## config.mk

```make
export PLATFORM = sky130hd
export DESIGN_NAME = combo_lock_detector
export DESIGN_NICKNAME = d
export VERILOG_FILES = /design/src/rtl/combo_lock_pkg.sv /design/src/rtl/lock_rst_sync.sv /design/src/rtl/lock_key_capture.sv /design/src/rtl/lock_seq_fsm.sv /design/src/rtl/combo_lock_detector.sv
export SDC_FILE = /design/constraint.sdc
export NUM_CORES = 1
export LEC_CHECK = 0
export BUFFER_PORTS_ARGS = -buffer_cell sky130_fd_sc_hd__buf_2
export CAP_MARGIN = 20
export CORE_AREA = 3 3 40 42
export CTS_CLUSTER_DIAMETER = 100
export DETAILED_ROUTE_END_ITERATION = 8
export DIE_AREA = 0 0 43 45
export HOLD_SLACK_MARGIN = 0.06
export PLACE_DENSITY = 0.69
export SLEW_MARGIN = 20
export SYNTH_ARGS = -nofsm -noshare
export SYNTH_HDL_FRONTEND = slang
export SYNTH_SLANG_ARGS = --single-unit
```

## constraint.sdc

```tcl
create_clock -name clk -period 0.8 [get_ports clk]
set_input_delay 0.04 -clock clk [delete_from_list [all_inputs] [get_ports clk]]
set_output_delay 0.04 -clock clk [all_outputs]
set_load 0.05 [all_outputs]
```

## src/rtl/combo_lock_pkg.sv

```systemverilog
package combo_lock_pkg;
  localparam int DIGIT_W = 4;

  typedef enum logic [2:0] {
    ST_IDLE,
    ST_ARMED,
    ST_D1,
    ST_D2,
    ST_D3,
    ST_D4,
    ST_OPEN
  } lock_state_t;

  typedef enum logic [1:0] {
    KEY_NONE,
    KEY_DIGIT,
    KEY_START,
    KEY_OPEN
  } key_kind_t;

  typedef struct packed {
    logic               valid;
    key_kind_t          kind;
    logic [DIGIT_W-1:0] digit;
  } key_evt_t;
endpackage

```

## src/rtl/lock_rst_sync.sv

```systemverilog
module lock_rst_sync #(
  parameter int STAGES = 2
) (
  input  logic clk,
  input  logic rst_n,
  output logic rst_n_sync
);
  logic [STAGES-1:0] chain_q;

  always_ff @(posedge clk or negedge rst_n) begin
    if (!rst_n) chain_q <= '0;
    else        chain_q <= {chain_q[STAGES-2:0], 1'b1};
  end

  assign rst_n_sync = chain_q[STAGES-1];
endmodule

```

## src/rtl/lock_key_capture.sv

```systemverilog
module lock_key_capture
  import combo_lock_pkg::*;
#(
  parameter int NUM_DIGITS = 10
) (
  input  logic                  clk,
  input  logic                  rst_n,
  input  logic [NUM_DIGITS-1:0] digit_i,
  input  logic                  start_i,
  input  logic                  open_i,
  input  logic                  any_i,
  output key_evt_t              evt_o
);
  logic               any_q;
  logic               press;
  logic [DIGIT_W-1:0] enc;
  key_kind_t          kind;

  always_ff @(posedge clk or negedge rst_n) begin
    if (!rst_n) any_q <= 1'b0;
    else        any_q <= any_i;
  end

  assign press = any_i & ~any_q;

  always_comb begin
    enc = '0;
    for (int i = 0; i < NUM_DIGITS; i++) begin
      if (digit_i[i]) enc = DIGIT_W'(i);
    end
  end

  always_comb begin
    if (start_i)       kind = KEY_START;
    else if (open_i)   kind = KEY_OPEN;
    else if (|digit_i) kind = KEY_DIGIT;
    else               kind = KEY_NONE;
  end

  always_comb begin
    evt_o.valid = press && (kind != KEY_NONE);
    evt_o.kind  = kind;
    evt_o.digit = enc;
  end

  // no event while the any-button line was already high
  a_r2_no_repeat: assert property (@(posedge clk) disable iff (!rst_n)
    ($past(any_i) && any_i) |-> !evt_o.valid);
endmodule

```

## src/rtl/lock_seq_fsm.sv

```systemverilog
module lock_seq_fsm
  import combo_lock_pkg::*;
#(
  parameter logic [DIGIT_W-1:0] CODE0 = 4'd4,
  parameter logic [DIGIT_W-1:0] CODE1 = 4'd7,
  parameter logic [DIGIT_W-1:0] CODE2 = 4'd1,
  parameter logic [DIGIT_W-1:0] CODE3 = 4'd9
) (
  input  logic     clk,
  input  logic     rst_n,
  input  key_evt_t evt_i,
  output logic     unlock_o
);
  lock_state_t        state_q, state_d;
  logic [DIGIT_W-1:0] want;
  logic               unlock_q;
  lock_state_t        digit_next;

  always_comb begin
    unique case (state_q)
      ST_ARMED: begin want = CODE0; digit_next = ST_D1; end
      ST_D1:    begin want = CODE1; digit_next = ST_D2; end
      ST_D2:    begin want = CODE2; digit_next = ST_D3; end
      ST_D3:    begin want = CODE3; digit_next = ST_D4; end
      default:  begin want = '0;    digit_next = ST_IDLE; end
    endcase
  end

  always_comb begin
    state_d = state_q;
    if (state_q == ST_OPEN) state_d = ST_IDLE;
    if (evt_i.valid) begin
      unique case (evt_i.kind)
        KEY_START: state_d = ST_ARMED;
        KEY_OPEN:  state_d = (state_q == ST_D4) ? ST_OPEN : ST_IDLE;
        KEY_DIGIT: begin
          if (digit_next != ST_IDLE && evt_i.digit == want) state_d = digit_next;
          else                                              state_d = ST_IDLE;
        end
        default:   state_d = state_d;
      endcase
    end
  end

  always_ff @(posedge clk or negedge rst_n) begin
    if (!rst_n) begin
      state_q  <= ST_IDLE;
      unlock_q <= 1'b0;
    end else begin
      state_q  <= state_d;
      unlock_q <= (state_d == ST_OPEN);
    end
  end

  assign unlock_o = unlock_q;

  // the pulse lasts one cycle
  a_r3_unlock_pulse: assert property (@(posedge clk) disable iff (!rst_n)
    unlock_q |=> !unlock_q);
  // unlock only from an open event in the fourth-digit state
  a_r5_unlock_after_open: assert property (@(posedge clk) disable iff (!rst_n)
    unlock_q |-> $past(evt_i.valid && evt_i.kind == KEY_OPEN && state_q == ST_D4));
  // start always re-arms
  a_r7_start_rearms: assert property (@(posedge clk) disable iff (!rst_n)
    (evt_i.valid && evt_i.kind == KEY_START) |=> (state_q == ST_ARMED));
  // wrong first digit goes idle
  a_r4_wrong_first: assert property (@(posedge clk) disable iff (!rst_n)
    (evt_i.valid && evt_i.kind == KEY_DIGIT && state_q == ST_ARMED && evt_i.digit != CODE0)
      |=> (state_q == ST_IDLE));
  // no event, no move (except leaving the unlock state)
  a_r9_hold_without_event: assert property (@(posedge clk) disable iff (!rst_n)
    (!evt_i.valid && state_q != ST_OPEN) |=> $stable(state_q));
endmodule

```

## src/rtl/combo_lock_detector.sv

```systemverilog
module combo_lock_detector
  import combo_lock_pkg::*;
#(
  parameter int                 NUM_DIGITS = 10,
  parameter logic [DIGIT_W-1:0] CODE0      = 4'd4,
  parameter logic [DIGIT_W-1:0] CODE1      = 4'd7,
  parameter logic [DIGIT_W-1:0] CODE2      = 4'd1,
  parameter logic [DIGIT_W-1:0] CODE3      = 4'd9
) (
  input  logic                  clk,
  input  logic                  rst_n,
  input  logic [NUM_DIGITS-1:0] digit_i,
  input  logic                  start_i,
  input  logic                  open_i,
  input  logic                  any_i,
  output logic                  unlock_o
);
  logic     rst_n_sync;
  key_evt_t evt;

  lock_rst_sync #(.STAGES(2)) u_rst (
    .clk        (clk),
    .rst_n      (rst_n),
    .rst_n_sync (rst_n_sync)
  );

  lock_key_capture #(.NUM_DIGITS(NUM_DIGITS)) u_keys (
    .clk     (clk),
    .rst_n   (rst_n_sync),
    .digit_i (digit_i),
    .start_i (start_i),
    .open_i  (open_i),
    .any_i   (any_i),
    .evt_o   (evt)
  );

  lock_seq_fsm #(
    .CODE0(CODE0), .CODE1(CODE1), .CODE2(CODE2), .CODE3(CODE3)
  ) u_fsm (
    .clk      (clk),
    .rst_n    (rst_n_sync),
    .evt_i    (evt),
    .unlock_o (unlock_o)
  );
endmodule

```

* After elaboration in Yosys (flattened, before gate mapping)
Cells that the tools add are included.
** Cells by class
- Bitwise operators :: 2
- Equal/unequal tests :: 11
- Reduce and logical (&&, ||, !) cells :: 5
- Muxes and demuxes :: 19
** Operators by type and width (count)
- $mux W3 :: 8
- $pmux W4 S4 :: 1
- $eq A3 B3 Y1 const B :: 4
- $pmux W3 S4 :: 1
- $reduce_or A10 Y1 :: 1
- $pmux W3 S3 :: 1
- $mux W2 :: 4
- $mux W4 :: 2
- $eq A3 B2 Y1 const B :: 2
- $eq A2 B2 Y1 const B :: 2
- $eq A4 B4 Y1 :: 1
- $eq A3 B1 Y1 const B :: 1
- $reduce_bool A3 Y1 :: 1
- $eq A2 B1 Y1 const B :: 1
- $logic_and A1 B1 Y1 :: 2
- $mux W1 :: 2
- $reduce_bool A2 Y1 :: 1
- $and A1 B1 Y1 :: 1
- $not A1 Y1 :: 1
** Word-level totals
- Output and inout port bits :: 1
- Logic and storage cells :: 41
- Flip-flop bits (word level) :: 7
- Bits of input ports :: 15

* Depth between registers and ports, before layout
Gate-level depths: netlist of run 1.
- Depth in word-level cells :: 15
- Gate-level depth with buffers :: 6
- Depth with buffers taken out :: 5

* Modules after synthesis
Synthesis of run 1 repeated with hierarchy kept, for this count alone.
** Second synthesis, totals
- Cells, all modules :: 77
- Area, all modules :: 653.1 sq um
** Modules (own cells, without submodules)
- lock_seq_fsm :: seq. area each 100.1 sq um, area each 439.2 sq um, cells each 53, instances 1
- lock_key_capture :: seq. area each 25.0 sq um, area each 160.2 sq um, cells each 21, instances 1
- lock_rst_sync :: seq. area each 50.0 sq um, area each 53.8 sq um, cells each 3, instances 1

* Worst setup path after synthesis of run 1
No wires, ideal clock.
- Path type :: flip-flop to flip-flop
- Start :: reg u_fsm.state_q[1]
- End :: reg u_fsm.state_q[1]
- Data required time :: 0.714 ns
- Setup slack :: -0.600 ns
- Cell stages (with the launch flop) :: 7
- Arrival time :: 1.314 ns
- Clock period less this slack :: 1.400 ns
- Path buffers :: 1
- Setup time :: 0.086 ns
- Cell sequence :: dfrtp_1 > buf_6 > nor2b_2 > o21ba_1 > a32oi_1 > a31oi_1 > nor3_1
** On the way
- Longest elaborated chain between the ends :: 7
- Elaborated cells between the ends (all ways) :: 16
- Classes of those cells :: eq/ne (7); mux (7); reduce/logical (2)
** Ends and longest elaborated chain
- start: declaration :: RTL line lock_seq_fsm.sv:14 : lock_state_t state_q, state_d;
- start signal: assignment :: RTL line lock_seq_fsm.sv:50 : state_q <= state_d;
- $eq A3 B3 Y1, or another cell as far along :: RTL line lock_seq_fsm.sv:20 : unique case (state_q)
- $pmux W4 S4 or $pmux W3 S4 (tied branches) :: RTL line lock_seq_fsm.sv:20
- $eq A4 B4 Y1 or $reduce_bool A3 Y1 (tied branches) :: RTL line lock_seq_fsm.sv:37 : if (digit_next != ST_IDLE && evt_i.digit == want) state_d = digit_next;
- $logic_and A1 B1 Y1 :: RTL line lock_seq_fsm.sv:37
- $mux W3 :: RTL line lock_seq_fsm.sv:37
- $pmux W3 S3 :: RTL line lock_seq_fsm.sv:33 : unique case (evt_i.kind)
- $mux W3 * :: RTL line lock_seq_fsm.sv:32 : if (evt_i.valid) begin
- net u_fsm.state_d[1] :: RTL line lock_seq_fsm.sv:14
Mark *: on every way through the listed nets, which the timed path passes. The rest lies on a longest branch.

* Worst setup path after layout of run 1
Same ends and word-level chain as after synthesis.

==> results of run 1 <==
-- through the flow --
| stage | util [%] | std cells | instance area [sq um] | total power, mW | setup WS (ns) |
|---|---|---|---|---|---|
| after floorplan | - | 60 | 564 | 0.753 | -0.556 |
| after global placement | 59.3 | 104 | 762 | 0.931 | -0.690 |
| after detailed placement | 59.3 | 104 | 762 | 0.938 | -0.693 |
| after CTS | 68.5 | 114 | 880 | 1.39 | -0.626 |
| after global routing | 71.1 | 115 | 913 | 1.54 | -0.757 |
| final | 71.1 | 115 | 913 | 1.47 | -0.708 |
-- power by group --
part           total [mW]  internal, mW  switching [mW]
registers           0.470         0.398          0.0725
logic               0.639         0.351           0.288
clock network       0.364         0.185           0.179
total                1.47         0.934           0.539
-- synthesized netlist by cell type (all sizes together) --
cell type / number / area, sq um
and2b: 1 / 8.76
a311oi: 1 / 8.76
nor4: 2 / 33.8
nor3b: 3 / 22.5
o31a: 1 / 8.76
a211oi: 1 / 12.5
nand3b: 1 / 20.0
nor2: 4 / 15.0
inv: 3 / 11.3
a32oi: 2 / 17.5
o311ai: 1 / 8.76
o21a: 1 / 7.51
a21oi: 3 / 15.0
or2: 1 / 6.26
and2: 1 / 8.76
o21ba: 1 / 10.0
o21ai: 4 / 20.0
buf: 2 / 16.3
a221o: 1 / 11.3
nand4: 3 / 18.8
nand3: 1 / 5.00
o21bai: 1 / 7.51
o211ai: 1 / 7.51
a31oi: 2 / 12.5
nor3: 4 / 20.0
dfrtp: 7 / 175
a221oi: 1 / 8.76
nor2b: 5 / 36.3
conb: 1 / 3.75
-- final timing paths --
kind / cells past startpoint / from / end
worst max-delay path: 5 / u_fsm.state_q[1]$_DFF_PN0_ / u_fsm.state_q[1]$_DFF_PN0_
worst min-delay path: 2 / rst_n / u_rst.chain_q[0]$_DFF_PN0_
worst max register to register: 5 / u_fsm.state_q[1]$_DFF_PN0_ / u_fsm.state_q[1]$_DFF_PN0_
worst min register to register: 0 / u_rst.chain_q[1]$_DFF_PN0_ / u_keys.any_q$_DFF_PN0_
max in group asynchronous: 0 / u_rst.chain_q[1]$_DFF_PN0_ / u_fsm.state_q[2]$_DFF_PN0_
min in group clk: 4 / start_i / u_fsm.state_q[0]$_DFF_PN0_
-- sequential cells by signal (all words and copies together) (netlist names) --
signal          count
u_fsm.unlock_o      1
u_rst.chain_q       2
u_keys.any_q        1
u_fsm.state_q       3
-- cell type report --
| class | instances | area share (%) |
|---|---|---|
| Inverter | 3 | 1.23 |
| Sequential cell | 7 | 19.6 |
| Timing Repair Buffer | 38 | 29.2 |
| Clock inverter | 1 | 0.548 |
| Multi-Input combinational cell | 48 | 44.9 |
| Tap cell | 15 | 2.05 |
| Clock buffer | 3 | 2.47 |
-- what timing repair did --
action / CTS / global route
endpoints found under the setup margin: 5 / 5
gates resized for setup: 11 / 5
setup buffers: 4 / 1
pin swaps: 3 / 6
endpoints found under the hold margin: 3 / 0
cloned: 0 / 0
hold buffers: 2 / 0
-- routing by layer --
layer | vias up | track usage (%) | share of wire, %
met2 | 33 | 37.4 | 52
met4 | 0 | 9.04 | 3.1
met1 | 320 | 20.4 | 39
li1 | 312 | - | -
met5 | - | 0 | 0
met3 | 8 | 4.38 | 5.5
-- worst max-delay path: stages (launching register included) --
cell and delay (ns):
sky130_fd_sc_hd__dfrtp_2 0.47, sky130_fd_sc_hd__nor3b_2 0.18, sky130_fd_sc_hd__o311ai_2 0.27, sky130_fd_sc_hd__a32oi_2 0.12, sky130_fd_sc_hd__a31oi_2 0.29, sky130_fd_sc_hd__nor3_2 0.06
-- logic make-up (layout without fill, tap and decap cells) --
logic type / after synthesis / after routing / synth area share, %
compound gates: 21 / 21 / 28.0
buf+inv: 5 / 45 / 4.93
flops: 7 / 7 / 31.4
other cells: 1 / 1 / 0.672
simple gates: 26 / 26 / 35.0
==> summary.txt, run 1 <==
# clock sinks - 7
I/O Buffers - 15
Final worst path period share - 189%
Overall die height - 45 microns
Number of storage elements in the synthesis netlist - 7
RSZ-0062 raised after global routing - yes
Estimated wirelength of the detail-placed design - 1160 microns
Final weighted congestion of routability-driven global placement - 0.910
Register Area - 179 sq um
Number of vias after detailed routing - 673
Number of global-route vias before repair - 637
Number of unique standard cell types used by synthesis - 33
Max Freq - 663 MHz
Worst-case register-to-register setup slack - -0.71 ns
Seq/Total Area, Yosys - 31.4%
Antenna diode count - 0
Leakage component of the power - 0.410 nW
Setup violators final - 5
Number of warnings printed during yosys synthesis - 0
Die width - 43 microns
Overall fraction of global-route tracks in use - 19.6%
Post-detailed-route via-to-cell ratio - 5.85
Number of top-level pins - 16
VDD IR max - 923 uV
Skew-Pair Late Insertion Delay - 0.27 ns
Max cap viols - 0
Fin Clk Skew - 0.00406 ns
Clock buffer count from CTS - 3
HP Class - in2async
Clock transition at path regs - 0.06 ns
Most frequent standard cell in the layout excluding fill and tap cells - sky130_fd_sc_hd__buf_4
Number of antenna violations at the first check in global routing - 0
CP Data Required Time - 0.95 ns
Number of search-and-repair iterations in the first detailed-routing pass - 4
Outcome - finished, violations left
Detail Route Antenna Nets - 0
Largest net degree at the start of global routing - 8
CTS tree - built
Final Critical Period - 1.51 ns
Most frequent cells in the layout - sky130_fd_sc_hd__buf_4, sky130_fd_sc_hd__buf_2, sky130_fd_sc_hd__nor2_1, sky130_fd_sc_hd__dfrtp_1
Depth of the CTS H-tree - 1
DRC errors left - 0
Syn_area_per_cell - 9.30 sq um
Critical Path Start Type - register
Wire length per cell after detailed routing - 15.9 microns
Post-Syn Area - 558 sq um
First-pass GRT wire length - 2790 microns
Post-Syn Instances - 60
Detailed Route Iter0 Violations - 27
Final layout net count - 116
Final-report max-slew violation count - 0
Initial core utilization - 43.4%
Combined area of the multi-input logic cells - 410 sq um
Max Buffers Root-to-Sink - 2
Total grt overflow - 0
Worst setup EP type - register
CP arrival - 1.66 ns
Power density normalized to cell area - 1610 mW/mm^2
Placement Rows - 13
Final hold violation count - 0
Worst setup path class - reg2reg
Root buf cell - sky130_fd_sc_hd__clkbuf_4
Max Fanout on Critical Path - 7
Final setup slack of the worst path - -0.708 ns
Routed wire length - 1830 microns
Area added between synthesis and finish - 63.7%
Worst hold slack - 0.0868 ns
Post-synth net total - 75
Core ar. - 0.00128 sq mm
Fin Setup TNS - -2.43 ns
Share of cells above drive strength 1 - 61.0%
# fillers - 95
Area enclosed by the die boundary - 0.00194 sq mm
Failing checks - negative setup slack
Note: power is estimated with default switching activity, not from simulation.
==> run 2, diff against run 1 <==
--- a/config.mk
+++ b/config.mk
@@ -5,15 +5,17 @@
 export SDC_FILE = /design/constraint.sdc
 export NUM_CORES = 1
 export LEC_CHECK = 0
+export ABC_AREA = 1
 export BUFFER_PORTS_ARGS = -buffer_cell sky130_fd_sc_hd__buf_2
 export CAP_MARGIN = 20
-export CORE_AREA = 3 3 40 42
+export CORE_MARGIN = 3
+export CORE_UTILIZATION = 46
 export CTS_CLUSTER_DIAMETER = 100
 export DETAILED_ROUTE_END_ITERATION = 8
-export DIE_AREA = 0 0 43 45
 export HOLD_SLACK_MARGIN = 0.06
-export PLACE_DENSITY = 0.69
+export PLACE_DENSITY = 0.73
 export SLEW_MARGIN = 20
 export SYNTH_ARGS = -nofsm -noshare
 export SYNTH_HDL_FRONTEND = slang
+export SYNTH_HIERARCHICAL = 1
 export SYNTH_SLANG_ARGS = --single-unit
==> summary.txt, run 2 <==
Max Freq - 680 MHz (+2.6%)
Die width - 44.6 microns (+3.7%)
Root buf cell - sky130_fd_sc_hd__clkbuf_4
Post-Syn Instances - 107 (+78%)
HP Class - reg2async
Async SR Flop Fraction - 100% (unchanged)
Final setup slack of the worst path - -0.670 ns (+0.0384 ns)
DRC errors left - 0 (unchanged)
Post-detailed-route via-to-cell ratio - 4.83 (-17%)
CP cell instances - buf_6, nand3_2, and2_4, nand2_2, nand2_2, inv_2, nand3_1, nand2_1, a21oi_2, nor2_1
First-pass GRT wire length - 2250 microns (-19%)
Initial core utilization - 50.8% (+7.4 points)
Most frequent standard cell in the layout excluding fill and tap cells - sky130_fd_sc_hd__nand2_1
Depth of the worst register-to-register path - 10 (+5)
Cell accounting for the most synthesized area - sky130_fd_sc_hd__dfrtp_1
Estimated wirelength of the detail-placed design - 1170 microns (+1.3%)
Depth of the CTS H-tree - 1 (unchanged)
Power density normalized to cell area - 1110 mW/mm^2 (-31%)
Placement Rows - 13 (unchanged)
Number of top-level pins - 16 (unchanged)
Number of search-and-repair iterations in the first detailed-routing pass - 4 (unchanged)
Final-report max-slew violation count - 0 (unchanged)
Primary FF master, synth - sky130_fd_sc_hd__dfrtp_1
Post-route insts no fill - 156 (+36%)
CP arrival - 1.60 ns (-0.06 ns)
Share of cells above drive strength 1 - 44.0% (-17 points)
Critical Path Start Type - register
Number of warnings printed during yosys synthesis - 6 (+6)
Clock transition at path regs - 0.05 ns (about the same)
Post-synth net total - 122 (+63%)
Placed Cells incl. Taps - 144 (+38%)
Total grt overflow - 0 (unchanged)
Slowest cell on crit path - sky130_fd_sc_hd__dfrtp_2
Final worst path period share - 184% (-4.8 points)
Area of all placed cells without fillers - 951 sq um (+4.1%)
Most frequent cells in the layout - sky130_fd_sc_hd__nand2_1, sky130_fd_sc_hd__inv_1, sky130_fd_sc_hd__buf_2
# fillers - 124 (+31%)
Register name with the most flops - u_fsm/state_q
VDD IR max - 1110 uV (+20%)
Number of vias after detailed routing - 754 (+12%)
Max reg flops - 3 (unchanged)
Worst path depth - 10 (+5)
Main area contributors after synthesis - sky130_fd_sc_hd__dfrtp_1, sky130_fd_sc_hd__nand2_1, sky130_fd_sc_hd__inv_1
Worst setup path class - reg2reg
Final layout net count - 157 (+35%)
Area share of the largest cell type after synthesis - 25.5% (-5.8 points)
Largest stage delay on the critical path - 0.48 ns (about the same)
Max Fanout on Critical Path - 6 (-1)
Cell area reported after detailed placement - 825 sq um (+8.2%)
Fin Clk Skew - 0.00164 ns (-0.00242 ns)
Worst path most repeated cell - sky130_fd_sc_hd__nand2_2
Clock buffer count from CTS - 3 (unchanged)
Final Critical Period - 1.47 ns (-0.0384 ns)
Seq/Total Area, Yosys - 25.5% (-5.8 points)
CTS tree - built
Number of storage elements in the synthesis netlist - 7 (unchanged)
Routed wire length - 1530 microns (-16%)
Top-count cell post-synth - sky130_fd_sc_hd__nand2_1
Number of enable-type register cells in the synthesized netlist - 0 (unchanged)
Post-Syn Area - 686 sq um (+23%)
Failing checks - negative setup slack
Core ar. - 0.00135 sq mm (+5.1%)
Number of global-route vias before repair - 628 (-1.4%)
Leakage component of the power - 0.535 nW (+31%)
Overall fraction of global-route tracks in use - 14.9% (-4.7 points)
Max Buffers Root-to-Sink - 2 (unchanged)
# clock sinks - 7 (unchanged)
Syn_area_per_cell - 6.41 sq um (-31%)
CP Data Required Time - 0.93 ns (-0.02 ns)
Final hold violation count - 0 (unchanged)
Skew-Pair Late Insertion Delay - 0.25 ns (-0.02 ns)
Detailed Route Iter0 Violations - 15 (-44%)
Area added between synthesis and finish - 38.7%
Registers with the most flip-flops - u_fsm/state_q: 3 flops, u_rst/chain_q: 2 flops
Largest net degree at the start of global routing - 10 (+2)
Wire length per cell after detailed routing - 9.79 microns (-38%)
Number of unique standard cell types used by synthesis - 21 (-36%)
Antenna diode count - 0 (unchanged)
RSZ-0062 raised after global routing - yes
Cell types with the highest counts after synthesis - sky130_fd_sc_hd__nand2_1, sky130_fd_sc_hd__inv_1, sky130_fd_sc_hd__nand3_1, sky130_fd_sc_hd__nor2_1, sky130_fd_sc_hd__dfrtp_1
Crit path buffers/inverters - 2 (+2)
Number of antenna violations at the first check in global routing - 0 (unchanged)
Worst setup EP type - register
Overall die height - 44.6 microns (-0.88%)
Detail Route Antenna Nets - 0 (unchanged)
CP delay by family, top - simple AND/OR/NAND/NOR gates
Area enclosed by the die boundary - 0.00199 sq mm (+2.8%)
Setup violators final - 5 (unchanged)
Max cap viols - 0 (unchanged)
I/O Buffers - 15 (unchanged)
Outcome - finished, violations left
Final weighted congestion of routability-driven global placement - 0.880 (-3.4%)
run 2: final timing paths:
kind / start / endpoint / slack (ns)
worst min-delay path: u_rst/chain_q[1]$_DFF_PN0_ / u_keys/any_q$_DFF_PN0_ / 0.08
worst max-delay path: u_fsm/state_q[0]$_DFF_PN0_ / u_fsm/unlock_o$_DFF_PN0_ / -0.67
worst min register to register: u_rst/chain_q[1]$_DFF_PN0_ / u_keys/any_q$_DFF_PN0_ / 0.08
worst max register to register: u_fsm/state_q[0]$_DFF_PN0_ / u_fsm/unlock_o$_DFF_PN0_ / -0.67
min in group clk: start_i / u_fsm/state_q[1]$_DFF_PN0_ / 0.26
max in group asynchronous: u_rst/chain_q[1]$_DFF_PN0_ / u_fsm/state_q[1]$_DFF_PN0_ / 0.53
run 2: worst reg2reg max path, cell delays in order, from the launching register on:
cell and delay [ns]:
sky130_fd_sc_hd__dfrtp_2 0.48, sky130_fd_sc_hd__buf_6 0.15, sky130_fd_sc_hd__nand3_2 0.07, sky130_fd_sc_hd__and2_4 0.15, sky130_fd_sc_hd__nand2_2 0.05, sky130_fd_sc_hd__nand2_2 0.06, sky130_fd_sc_hd__inv_2 0.05, sky130_fd_sc_hd__nand3_1 0.06
sky130_fd_sc_hd__nand2_1 0.06, sky130_fd_sc_hd__a21oi_2 0.16, sky130_fd_sc_hd__nor2_1 0.07
run 2: through the flow:
| step | TNS, ns | power [mW] | hold WS (ns) | setup slack, ns | utilization [%] |
|---|---|---|---|---|---|
| after global routing | -2.72 | 1.13 | 0.0940 | -0.754 | 70.4 |
| after global placement | -2.14 | 0.685 | -0.175 | -0.617 | 61.1 |
| final | -2.45 | 1.05 | 0.0772 | -0.670 | 70.4 |
| after detailed placement | -2.33 | 0.692 | -0.173 | -0.677 | 61.1 |
| after floorplan | -1.75 | 0.611 | -0.256 | -0.528 | - |
| after CTS | -2.13 | 1.03 | 0.0864 | -0.626 | 65.8 |
run 2: metal layers:
layer  track usage [%]  wire, microns  vias up  share of wire [%]
li1                  -              -      397                  -
met1              18.7            676      333                 44
met2              25.5            739       22                 48
met3              6.10            103        2                6.7
met4                 0              8        0               0.52
met5                 0              0        -                  0
run 2: what timing repair did:
action,in CTS,in global routing
hold buffers,2,0
pin swaps,0,4
gates resized for setup,6,6
setup endpoints to repair,5,5
hold endpoints to repair,3,0
buffers inserted,0,6
run 2: final cells by class:
type                    instances  area, sq um  area share (%)
multi-input cells              76          428            45.0
clock buffers                   4         26.3            2.76
well taps                      15         18.8            1.97
repair buffers                 32          215            22.6
inverters                      22         85.1            8.95
flip-flops and latches          7          178            18.7
run 2: kinds of logic (layout without fill, tap and decap cells):
logic type	after synthesis	after routing	share of synthesized area [%]
AO/OA/AOI/OAI	9	9	7.12
AND/OR/NAND/NOR	66	66	51.5
buffers and inverters	24	58	15.3
flip-flops	7	7	25.5
other	1	1	0.547
run 2: report_power, final:
group | switching, mW | internal [mW] | total, mW
Combinational | 0.180 | 0.153 | 0.332
Clock | 0.124 | 0.190 | 0.314
Sequential | 0.0335 | 0.373 | 0.407
